$ cat src/rtl/fx2sp_pkg.sv
package fx2sp_pkg;

    typedef enum logic {
        ST_EMPTY = 1'b0,
        ST_FULL  = 1'b1
    } fx2sp_state_t;

    localparam int SP_EXP_W  = 8;
    localparam int SP_MANT_W = 23;
    localparam int SP_BIAS   = 127;

endpackage

$ cat src/rtl/fx2sp_lead_one.sv
module fx2sp_lead_one #(
    parameter int W     = 40,
    parameter int POS_W = $clog2(W)
) (
    input  logic [W-1:0]     vec,
    output logic [POS_W-1:0] pos,
    output logic             found
);
    always_comb begin
        pos = '0;
        for (int i = 0; i < W; i++) begin
            if (vec[i]) pos = POS_W'(i);
        end
        found = |vec;
    end
endmodule

$ cat src/rtl/fx2sp_pack.sv
module fx2sp_pack #(
    parameter int W      = 40,
    parameter int FRAC_W = 24,
    parameter int EXP_W  = 8,
    parameter int MANT_W = 23,
    parameter int BIAS   = 127,
    parameter int POS_W  = $clog2(W)
) (
    input  logic                      sign,
    input  logic [W-1:0]              mag,
    input  logic [POS_W-1:0]          pos,
    input  logic                      found,
    output logic [EXP_W+MANT_W:0]     word
);
    localparam int OFFSET = BIAS - FRAC_W;
    localparam int TOP    = W - 1;

    logic [POS_W-1:0]  shamt;
    logic [W-1:0]      aligned;
    logic [EXP_W-1:0]  exp_f;
    logic [MANT_W-1:0] mant_f;

    always_comb begin
        shamt   = POS_W'(TOP) - pos;
        aligned = mag << shamt;
        if (found) begin
            exp_f  = EXP_W'(pos) + EXP_W'(OFFSET);
            mant_f = aligned[TOP-1 -: MANT_W];
        end else begin
            exp_f  = '0;
            mant_f = '0;
        end
        word = {sign, exp_f, mant_f};
    end
endmodule

$ cat src/rtl/fx2sp_conv.sv
module fx2sp_conv #(
    parameter int INT_W  = 16,
    parameter int FRAC_W = 24,
    parameter int EXP_W  = fx2sp_pkg::SP_EXP_W,
    parameter int MANT_W = fx2sp_pkg::SP_MANT_W,
    parameter int BIAS   = fx2sp_pkg::SP_BIAS
) (
    input  logic                   clk,
    input  logic                   rst_n,
    input  logic                   in_valid,
    output logic                   in_ready,
    input  logic                   in_sign,
    input  logic [INT_W-1:0]       in_int,
    input  logic [FRAC_W-1:0]      in_frac,
    output logic                   out_valid,
    input  logic                   out_ready,
    output logic [EXP_W+MANT_W:0]  out_word
);
    import fx2sp_pkg::*;

    localparam int W     = INT_W + FRAC_W;
    localparam int POS_W = $clog2(W);
    localparam int OUT_W = EXP_W + MANT_W + 1;

    fx2sp_state_t      state_q, state_d;
    logic [W-1:0]      mag;
    logic [POS_W-1:0]  lead_pos;
    logic              lead_found;
    logic [OUT_W-1:0]  word_c;
    logic              take;

    assign mag = {in_int, in_frac};

    fx2sp_lead_one #(.W(W), .POS_W(POS_W)) u_lead (
        .vec   (mag),
        .pos   (lead_pos),
        .found (lead_found)
    );

    fx2sp_pack #(
        .W(W), .FRAC_W(FRAC_W), .EXP_W(EXP_W),
        .MANT_W(MANT_W), .BIAS(BIAS), .POS_W(POS_W)
    ) u_pack (
        .sign  (in_sign),
        .mag   (mag),
        .pos   (lead_pos),
        .found (lead_found),
        .word  (word_c)
    );

    // outputs and next state
    always_comb begin
        state_d   = state_q;
        in_ready  = 1'b0;
        out_valid = 1'b0;
        unique case (state_q)
            ST_EMPTY: begin
                in_ready = 1'b1;
                if (in_valid) state_d = ST_FULL;          // ACCEPT
            end
            ST_FULL: begin
                out_valid = 1'b1;
                in_ready  = out_ready;
                if (out_ready && !in_valid) state_d = ST_EMPTY; // DRAIN
            end
            default: state_d = ST_EMPTY;
        endcase
        take = in_valid && in_ready;
    end

    // state register
    always_ff @(posedge clk or negedge rst_n) begin
        if (!rst_n) state_q <= ST_EMPTY;
        else        state_q <= state_d;
    end

    // result register
    always_ff @(posedge clk or negedge rst_n) begin
        if (!rst_n)    out_word <= '0;
        else if (take) out_word <= word_c;
    end
endmodule

$ cat config.mk
export PLATFORM = sky130hd
export DESIGN_NAME = fx2sp_conv
export DESIGN_NICKNAME = d
export VERILOG_FILES = /design/src/rtl/fx2sp_pkg.sv /design/src/rtl/fx2sp_lead_one.sv /design/src/rtl/fx2sp_pack.sv /design/src/rtl/fx2sp_conv.sv
export SDC_FILE = /design/constraint.sdc
export NUM_CORES = 1
export LEC_CHECK = 0
export BUFFER_PORTS_ARGS = -buffer_cell sky130_fd_sc_hd__buf_2
export CORE_UTILIZATION = 62
export CTS_CLUSTER_DIAMETER = 100
export DETAILED_ROUTE_END_ITERATION = 16
export GPL_TIMING_DRIVEN = 0
export PLACE_DENSITY_LB_ADDON = 0.1
export SLEW_MARGIN = 30
export SYNTH_ARGS = -nofsm -noshare
export SYNTH_HDL_FRONTEND = slang
export SYNTH_HIERARCHICAL = 1
export SYNTH_SLANG_ARGS = --single-unit
$ cat constraint.sdc
create_clock -name clk -period 4 [get_ports clk]
set_clock_uncertainty 0.2 [all_clocks]
set_input_delay 0.8 -clock clk [delete_from_list [all_inputs] [get_ports clk]]
set_output_delay 0.8 -clock clk [all_outputs]
set_load 0.005 [all_outputs]
Yosys cells after proc, flatten, opt, wreduce, memory -nomap -nowiden

Index checks and enable logic that the tools add are counted.

Bits in registers: 33
Latch bits: 0
Bits in writable memories: 0
Memory bits (read-only): 0
Bits of input ports: 45
Output and inout bits: 34
Word-level logic and storage cells: 56
Memories: 0

Add/sub/neg operators: 2
$mul: 0
Div/mod/pow operators: 0
Magnitude comparators: 0
Equal/unequal tests: 0
Shifts and indexed selects: 1
Mux-type cells: 46
Bitwise gates (word level): 1
Reduce and logical (&&, ||, !) cells: 4

Operators by type and width:

| operator                                                       | count |
|---|---|
| 5-bit 2-to-1 mux                                               | 16 |
| 6-bit 2-to-1 mux                                               | 8 |
| 40-bit OR reduction                                            | 1 |
| 40-bit by 6-bit left shift with 39-bit output                  | 1 |
| 4-bit 2-to-1 mux                                               | 8 |
| 23-bit 2-to-1 mux                                              | 1 |
| 3-bit 2-to-1 mux                                               | 4 |
| 6-bit by 7-bit adder with 8-bit output (second input constant) | 1 |
| 8-bit 2-to-1 mux                                               | 1 |
| 6-bit subtractor (first input constant)                        | 1 |
| 1-bit 2-to-1 mux                                               | 4 |
| 2-bit 2-to-1 mux                                               | 2 |
| 1-bit one-hot mux with 2 select lines                          | 2 |
| 1-bit logical AND                                              | 2 |
| 1-bit zero test                                                | 1 |
| 1-bit inverter                                                 | 1 |

Longest topological paths before layout

Gate-level depths: netlist of the first run.

Depth in word-level cells: 42
Gate-level depth with buffers: 14
Mapped depth without buffers: 12

By module

The synthesis of the first run kept the hierarchy.

Modules (own cells, without submodules):

| module         | times used | cells an instance | area each (µm²) |
|---|---|---|---|
| fx2sp_pack     | 1          | 242               | 2,591.2 |
| fx2sp_conv     | 1          | 71                | 1,391.3 |
| fx2sp_lead_one | 1          | 83                | 441.7 |

Least setup slack after synthesis of the first run

No wires, ideal clock.

Path type: input to register
Start: input in_int[8]
End: register out_word[15]
Setup time: 125 ps
Arrival time: 3,864 ps
Data required time: 3,675 ps
Path slack: -189 ps
Stages: 12
Path buffers: 3
Path through: nor4_1 > nand3_1 > a21oi_1 > inv_1 > clkbuf_1 > ha_1 > buf_1 > clkbuf_1 > mux2i_1 > mux2i_1 > o2bb2ai_1 > mux2_4

Cells in the longest elaborated chain, start to end: 11
Elaborated cells between the ends (all ways): 12
Those cells by class: add/sub: 1; shift: 1; mux: 9; reduce/logical: 1

Ends and longest elaborated chain:

| element                                       | RTL line             | RTL |
|---|---|---|
| start: declaration                            | fx2sp_conv.sv:13     | `input logic [INT_W-1:0] in_int,` |
| 6-bit 2-to-1 mux (8 in a row)                 | fx2sp_lead_one.sv:12 | `if (vec[i]) pos = POS_W'(i);` |
| net lead_pos[5]                               | fx2sp_conv.sv:27     | `logic [POS_W-1:0] lead_pos;` |
| 6-bit subtractor                              | fx2sp_pack.sv:24     | `shamt = POS_W'(TOP) - pos;` |
| 40-bit by 6-bit left shift with 39-bit output | fx2sp_pack.sv:25     | `aligned = mag << shamt;` |
| 23-bit 2-to-1 mux                             | fx2sp_pack.sv:26     | `if (found) begin` |
| net word_c[15]                                | fx2sp_conv.sv:29     | `logic [OUT_W-1:0] word_c;` |
| end signal: assignment                        | fx2sp_conv.sv:80     | `else if (take) out_word <= word_c;` |
| end: declaration                              | fx2sp_conv.sv:17     | `output logic [EXP_W+MANT_W:0] out_word` |

The timed path passes the listed nets, and every way through them passes these cells.
A chain may end at the register's enable or synchronous reset.

Worst setup path in the final report of the first run

Start: input in_frac[16]
End: register out_word[17]

Cells in the longest elaborated chain, start to end: 27
Elaborated cells between the ends (all ways): 28
Those cells by class: add/sub: 1; shift: 1; mux: 25; reduce/logical: 1

Ends and longest elaborated chain:

| element                                       | RTL line             | RTL |
|---|---|---|
| start: declaration                            | fx2sp_conv.sv:14     | `input logic [FRAC_W-1:0] in_frac,` |
| 5-bit 2-to-1 mux (16 in a row)                | fx2sp_lead_one.sv:12 |  |
| 6-bit 2-to-1 mux (8 in a row)                 | fx2sp_lead_one.sv:12 |  |
| net lead_pos[0]                               | fx2sp_conv.sv:27     |  |
| 6-bit subtractor                              | fx2sp_pack.sv:24     |  |
| 40-bit by 6-bit left shift with 39-bit output | fx2sp_pack.sv:25     |  |
| 23-bit 2-to-1 mux                             | fx2sp_pack.sv:26     |  |
| net word_c[17]                                | fx2sp_conv.sv:29     |  |

The timed path passes the listed nets, and every way through them passes these cells.

==> flow_metrics.py, run 1 <==
metrics = {
    "routing": {
        "dr.pass1.iters": 5,
        "postRouteWirelength_mm": 14.2,
        "vias_per_cell": 7.21,
        "drt_iter0_markers": 461,
        "vias": 4266,
        "wl_per_cell_um": 24.1,
        "ant_nets": 0,
        "drc_errors": 0,
    },
    "logic_synthesis": {
        "synthArstFlopShare": 1.00,
        "synth_nets": 444,
        "synth_edf_count": 0,
        "postSynthAreaPerCell_um2": 11.2,
        "synthCells": 396,
        "ys_types": 65,
        "yosys-top-cells-count": "nor2_1 (37), dfrtp_1 (33), mux4_2 (31)",
        "synth.area.top_cells": "dfrtp_1 (19%), mux4_2 (16%), mux4_1 (12%)",
        "seq_area_frac_synth": 0.187,
        "syn_area_um2": 4420,
        "yosysTopAreaCellShare": 0.187,
        "yosys.area.top_type": "dfrtp_1",
        "synth_most_common_cell": "nor2_1",
        "synth_ff_type": "dfrtp_1",
        "synth-seq-cells": 33,
        "yosysWarnings": 6,
    },
    "worst_setup_path": {
        "cp-end-kind": "flop",
        "cp_max_fo": 8,
        "cp.required_ns": 3.98,
        "path_class": "input pin to flop",
        "arrival_ns": 4.00,
        "startpoint_type": "input pin",
    },
    "global_route": {
        "grt_pass1_wl_mm": 21.2,
        "grt.total_usage": 0.380,
        "grt_max_degree": 34,
        "grt_pass1_vias": 3825,
        "antenna_found_initial": 0,
        "grt-ovfl-total": 0,
    },
    "clock_network": {
        "root_buffer": "clkbuf_8",
        "clkTransAtPathRegs_ns": 0.06,
        "clockBufferDepth": 2,
        "cts_made_buffers": 5,
        "htreeDepth": 2,
        "cts-hold-fix-buffers": 0,
        "cts_tree": "done",
        "clk_latency_ns": 0.29,
        "clock_sinks": 33,
    },
    "floorplan": {
        "fp.dieH_um": 86.5,
        "num_rows": 30,
        "io-pin-count": 79,
        "core-area_um2": 6830,
        "die_x_um": 86.5,
        "start_util": 0.648,
        "die_area_um2": 7480,
    },
    "flow_run": {
        "cap_violations": 0,
    },
    "placed_design": {
        "hpwl_mm": 10.2,
        "post-place-ws_ns": -1.05,
        "io_buffers": 77,
        "finalWeightedCongestion": 1.01,
        "dpl_cell_area_um2": 4950,
    },
    "final_layout": {
        "layout-drive-gt1-share": 0.492,
        "antenna_cells": 0,
        "n_fill_cell": 472,
        "syn2layout_area_growth_pct": 21.6,
        "multi_input_area_um2": 3420,
        "final_util": 0.788,
        "seqCellArea_um2": 826,
        "fin_area_um2": 5380,
        "nNetsFinal": 543,
    },
    "pwr": {
        "p_per_area_nw_per_um2": 258,
        "ir_worst_vdd_v": 0.000114,
        "p_leak_nw": 2.38,
    },
    "timing": {
        "slew_viol_final": 0,
        "hold_viol_final": 0,
        "rsz0062_at_grt": "true",
        "fin_crit_ns": 4.02,
        "maxClockFrequency_mhz": 249,
        "setup_viol": 4,
        "layout_setup_ws_ns": -0.0196,
        "max_slew_margin": 0.488,
        "fin_crit_sh": 1.00,
        "worstMarginPinSlew_ns": 0.769,
    },
    "outcome": {
        "violations": "negative setup slack",
        "status": "complete, but fails checks",
    },
    "worst_hold_path": {
        "hold_class": "flop to flop",
    },
}
==> cell type report <==
type	count	area share
well taps	96	0.0223
inverters	14	0.0105
repair buffers	93	0.107
clock buffers	6	0.0135
flip-flops and latches	33	0.153
plain buffers	28	0.0551
multi-input cells	320	0.636
clock inverters	2	0.00186
==> report_power, final <==
group / switching, mW / total (mW) / internal, mW
logic: 0.320 / 0.705 / 0.385
registers: 0.0366 / 0.434 / 0.398
clock network: 0.126 / 0.247 / 0.120
==> timing repair <==
| action | CTS | global route |
|---|---|---|
| pin swaps | 1 | 8 |
| gates cloned | 1 | 1 |
| endpoints found under the setup margin | 24 | 22 |
| endpoints found under the hold margin | 0 | 0 |
| gates resized for setup | 18 | 52 |
| setup buffers | 5 | 9 |
==> registers in the layout (all words and copies together) (netlist names) <==
| signal | cells |
|---|---|
| state_q | 1 |
| out_word | 32 |
==> kinds of logic after synthesis <==
family / synth area share
flip-flops: 0.187
XOR/XNOR: 0.00792
adder cells (fa/ha/maj): 0.00849
buffers and inverters: 0.0718
AND/OR/NAND/NOR: 0.123
AO/OA/AOI/OAI: 0.126
multiplexers: 0.476
==> stage by stage <==
stage	total power, mW	cells	TNS (ns)	hold WS [ns]
final	1.39	592	-0.0510	0.306
after detailed placement	1.07	569	-20.58	0.287
after global routing	1.45	592	-0.283	0.318
after floorplan	0.845	396	0	0.304
after global placement	1.05	569	-19.31	0.284
after CTS	1.33	582	0	0.306
==> worst max-delay path, stage by stage <==
cell      delay, ns
buf_8          0.10
or3_4          0.38
a221oi_4       0.25
a211oi_4       0.13
o32ai_4        0.45
buf_6          0.24
buf_12         0.12
mux4_2         0.56
mux2_2         0.34
o221ai_1       0.20
o22ai_1        0.15
mux2_4         0.29
==> cell usage in the layout (no fill, tap or decap), types with 4 or more instances in the layout <==
cell,count
a21oi_1,18
a21oi_2,4
buf_12,9
buf_2,77
buf_4,15
buf_6,5
clkbuf_1,4
clkbuf_2,5
clkbuf_8,9
dfrtp_1,33
inv_1,10
mux2_2,15
mux2_4,32
mux2i_1,20
mux4_1,13
mux4_2,38
nand2_1,21
nand2b_1,5
nand3_1,6
nand4_1,4
nor2_1,36
nor3_1,9
nor4_1,4
o21ai_0,7
o22ai_1,4
o31ai_1,5
o32ai_1,4
==> layer usage <==
metal | GRT usage | part of all wire | wire length [um] | vias up
met1 | 0.495 | 0.38 | 5470 | 2034
met2 | 0.617 | 0.47 | 6680 | 358
met3 | 0.0695 | 0.097 | 1380 | 71
li1 | - | - | - | 1803
met5 | 0 | 0 | 0 | -
met4 | 0.179 | 0.051 | 724 | 0
==> worst paths after layout <==
kind	startpoint	to	slack (ns)	depth (start not counted)
worst max-delay path	in_frac[16]	out_word[17]	-0.02	12
worst min-delay path	out_word[5]	out_word[5]	0.31	1
worst max register to register	state_q	out_word[1]	2.61	4
worst min register to register	out_word[5]	out_word[5]	0.31	1
max in group asynchronous	rst_n	out_word[13]	2.76	1
min in group asynchronous	rst_n	out_word[19]	0.37	1
Note: power is estimated with default switching activity, not from simulation.
==> run 2, diff against run 1 <==
CELL_PAD_IN_SITES_DETAIL_PLACEMENT = 0   (was not set)
CELL_PAD_IN_SITES_GLOBAL_PLACEMENT = 1   (was not set)
CORE_UTILIZATION = 49   (was 62)
==> run 2 against run 1 <==
The flow still finishes with violations (negative setup slack). Core utilization fell by 16 points. Sequential share of layout area fell by 0.24 points. Die area rose by 26%. Register-to-register slack barely moved. Maximum frequency rose by 0.31%. Sequential power fell by 0.9%. Clock power rose by 32%. Cell area rose by 1.6%. Combinational power barely moved. Count of clock-buffer cells in the layout rose by 1. Global-route usage fell by 7.1 points. Highest routed layer unchanged.
==> flow_metrics.py, run 2 (synthesis gave the netlist of run 1 again) <==
metrics = {
    "outcome": {
        "status": "complete, but fails checks",
        "violations": "negative setup slack",
    },
    "final_layout": {
        "reg_top3": "out_word (32), state_q (1)",
        "syn2layout_area_growth_pct": 23.6,
        "final_cell_mix": "buf_2 (76), mux4_2 (38), nor2_1 (35)",
        "nNetsFinal": 546,
        "layout-drive-gt1-share": 0.505,
        "seqCellArea_um2": 826,
        "antenna_cells": 0,
        "top_register": "out_word",
        "n_fill_cell": 749,
        "multi_input_area_um2": 3440,
        "fin_area_um2": 5470,
        "final_common_cell": "buf_2",
        "largest_reg_flops": 32,
        "stdcell_count": 607,
    },
    "floorplan": {
        "io-pin-count": 79,
        "core-area_um2": 8720,
        "num_rows": 34,
        "die_x_um": 97.0,
        "start_util": 0.507,
        "die_area_um2": 9410,
        "fp.dieH_um": 97.0,
    },
    "worst_hold_path": {
        "min_to": "out_word[11]",
        "hp-start": "out_word[11]",
        "hold_depth": 1,
        "hold_class": "flop to flop",
    },
    "pwr": {
        "p_per_area_nw_per_um2": 267,
        "ir_worst_vdd_v": 0.000166,
        "finalPower_mw": 1.46,
        "p_leak_nw": 2.41,
    },
    "routing": {
        "ant_nets": 0,
        "vias_per_cell": 6.71,
        "drc_errors": 0,
        "postRouteWirelength_mm": 14.2,
        "wl_per_cell_um": 23.4,
        "vias": 4073,
        "dr.pass1.iters": 5,
        "drt_iter0_markers": 209,
    },
    "global_route": {
        "antenna_found_initial": 0,
        "grt_busiest_layer": "met2",
        "grt_pass1_wl_mm": 22.5,
        "grt-ovfl-total": 0,
        "grt_max_degree": 34,
        "use_met2": 0.491,
        "grt.met3_usage": 0.0152,
        "grt_util_met1": 0.441,
        "grt_pass1_vias": 3857,
        "grt.total_usage": 0.309,
    },
    "worst_setup_path": {
        "cp_max_fo": 10,
        "path_class": "input pin to flop",
        "r2r_start": "state_q",
        "cp_slowest_cell": "mux4_2",
        "arrival_ns": 3.97,
        "slowest_delay_ns": 0.47,
        "cp_num_buf_inv": 3,
        "cp.required_ns": 3.96,
        "worstRegToRegCells": 4,
        "reg2reg_to": "out_word[3]",
        "r2r_slack_ns": 2.61,
        "cp-end-kind": "flop",
        "startpoint_type": "input pin",
        "path_delay_family": "compound AO/OA/AOI/OAI gates",
        "path_cells": "buf_12 > or3_4 > a221oi_2 > a211oi_2 > o32ai_4 > buf_6 > buf_12 > mux4_2 > a21o_1 > mux4_2 > o211a_1 > mux2_4",
    },
    "placed_design": {
        "dp_cells": 581,
        "post-place-ws_ns": -0.973,
        "dpl_cell_area_um2": 4960,
        "hpwl_mm": 10.7,
        "finalWeightedCongestion": 0.946,
        "io_buffers": 77,
    },
    "timing": {
        "fin_crit_ns": 4.01,
        "max_slew_margin": 0.460,
        "maxClockFrequency_mhz": 250,
        "setup_viol": 1,
        "hold_viol_final": 0,
        "layout_setup_ws_ns": -0.00695,
        "hold-worst-slack_ns": 0.304,
        "worstMarginPinSlew_ns": 0.810,
        "rsz0062_at_grt": "true",
        "slew_viol_final": 0,
        "fin_crit_sh": 1.00,
    },
    "clock_network": {
        "cts_tree": "done",
        "clock_sinks": 33,
        "cts_made_buffers": 5,
        "clockBufferDepth": 2,
        "cts-hold-fix-buffers": 0,
        "clkTransAtPathRegs_ns": 0.06,
        "root_buffer": "clkbuf_8",
        "htreeDepth": 2,
        "clk_latency_ns": 0.27,
    },
    "flow_run": {
        "cap_violations": 0,
    },
}
==> run 2: layout make-up <==
class                      instances  share of cell area
clock buffer                       7              0.0158
timing repair buffer              96               0.109
buffer                            28              0.0531
sequential                        33               0.151
inverter                          14              0.0103
clock inverter                     1             0.00549
multi-input combinational        320               0.630
tap                              108              0.0247
==> run 2: layer usage <==
layer / routed length (um) / up-vias
met2: 6830 / 240
met4: 522 / 0
met5: 0 / -
met3: 894 / 41
met1: 5980 / 1995
li1: - / 1797
==> run 2: how the worst max path moves through the flow <==
stage	endpoint	cells after the start	from	slack [ns]
2_1_floorplan	out_word[22]	11	in_frac[12]	0.02
3_3_place_gp	out_word[11]	13	in_int[8]	-0.96
3_5_place_dp	out_word[17]	13	in_int[8]	-0.97
4_1_cts	out_word[14]	11	in_int[13]	-0.03
5_1_grt	out_word[1]	12	in_frac[14]	-0.07
6_report	out_word[16]	12	in_frac[14]	-0.007
==> run 2: power breakdown <==
| group | switching [mW] | internal (mW) |
|---|---|---|
| Clock | 0.123 | 0.203 |
| Sequential | 0.0328 | 0.398 |
| Combinational | 0.315 | 0.386 |
| Total | 0.471 | 0.987 |
==> run 2: stage by stage <==
stage                util  TNS (ns)
CTS                 0.597   -0.0348
global placement    0.569    -20.39
detailed placement  0.569    -20.77
global route        0.627    -0.452
finish              0.627  -0.00695
floorplan               -         0
==> run 2: worst reg2reg max path, cell delays in order (launching register included) <==
cell      delay [ns]
dfrtp_1         0.39
nand2b_4        0.08
nand2_4         0.13
buf_12          0.17
mux2_4          0.31
==> run 2: repair_timing <==
item | CTS | global route
resized for setup | 27 | 46
cloned | 1 | 1
buffers inserted | 6 | 11
setup endpoints to repair | 24 | 21
pin swaps | 2 | 8
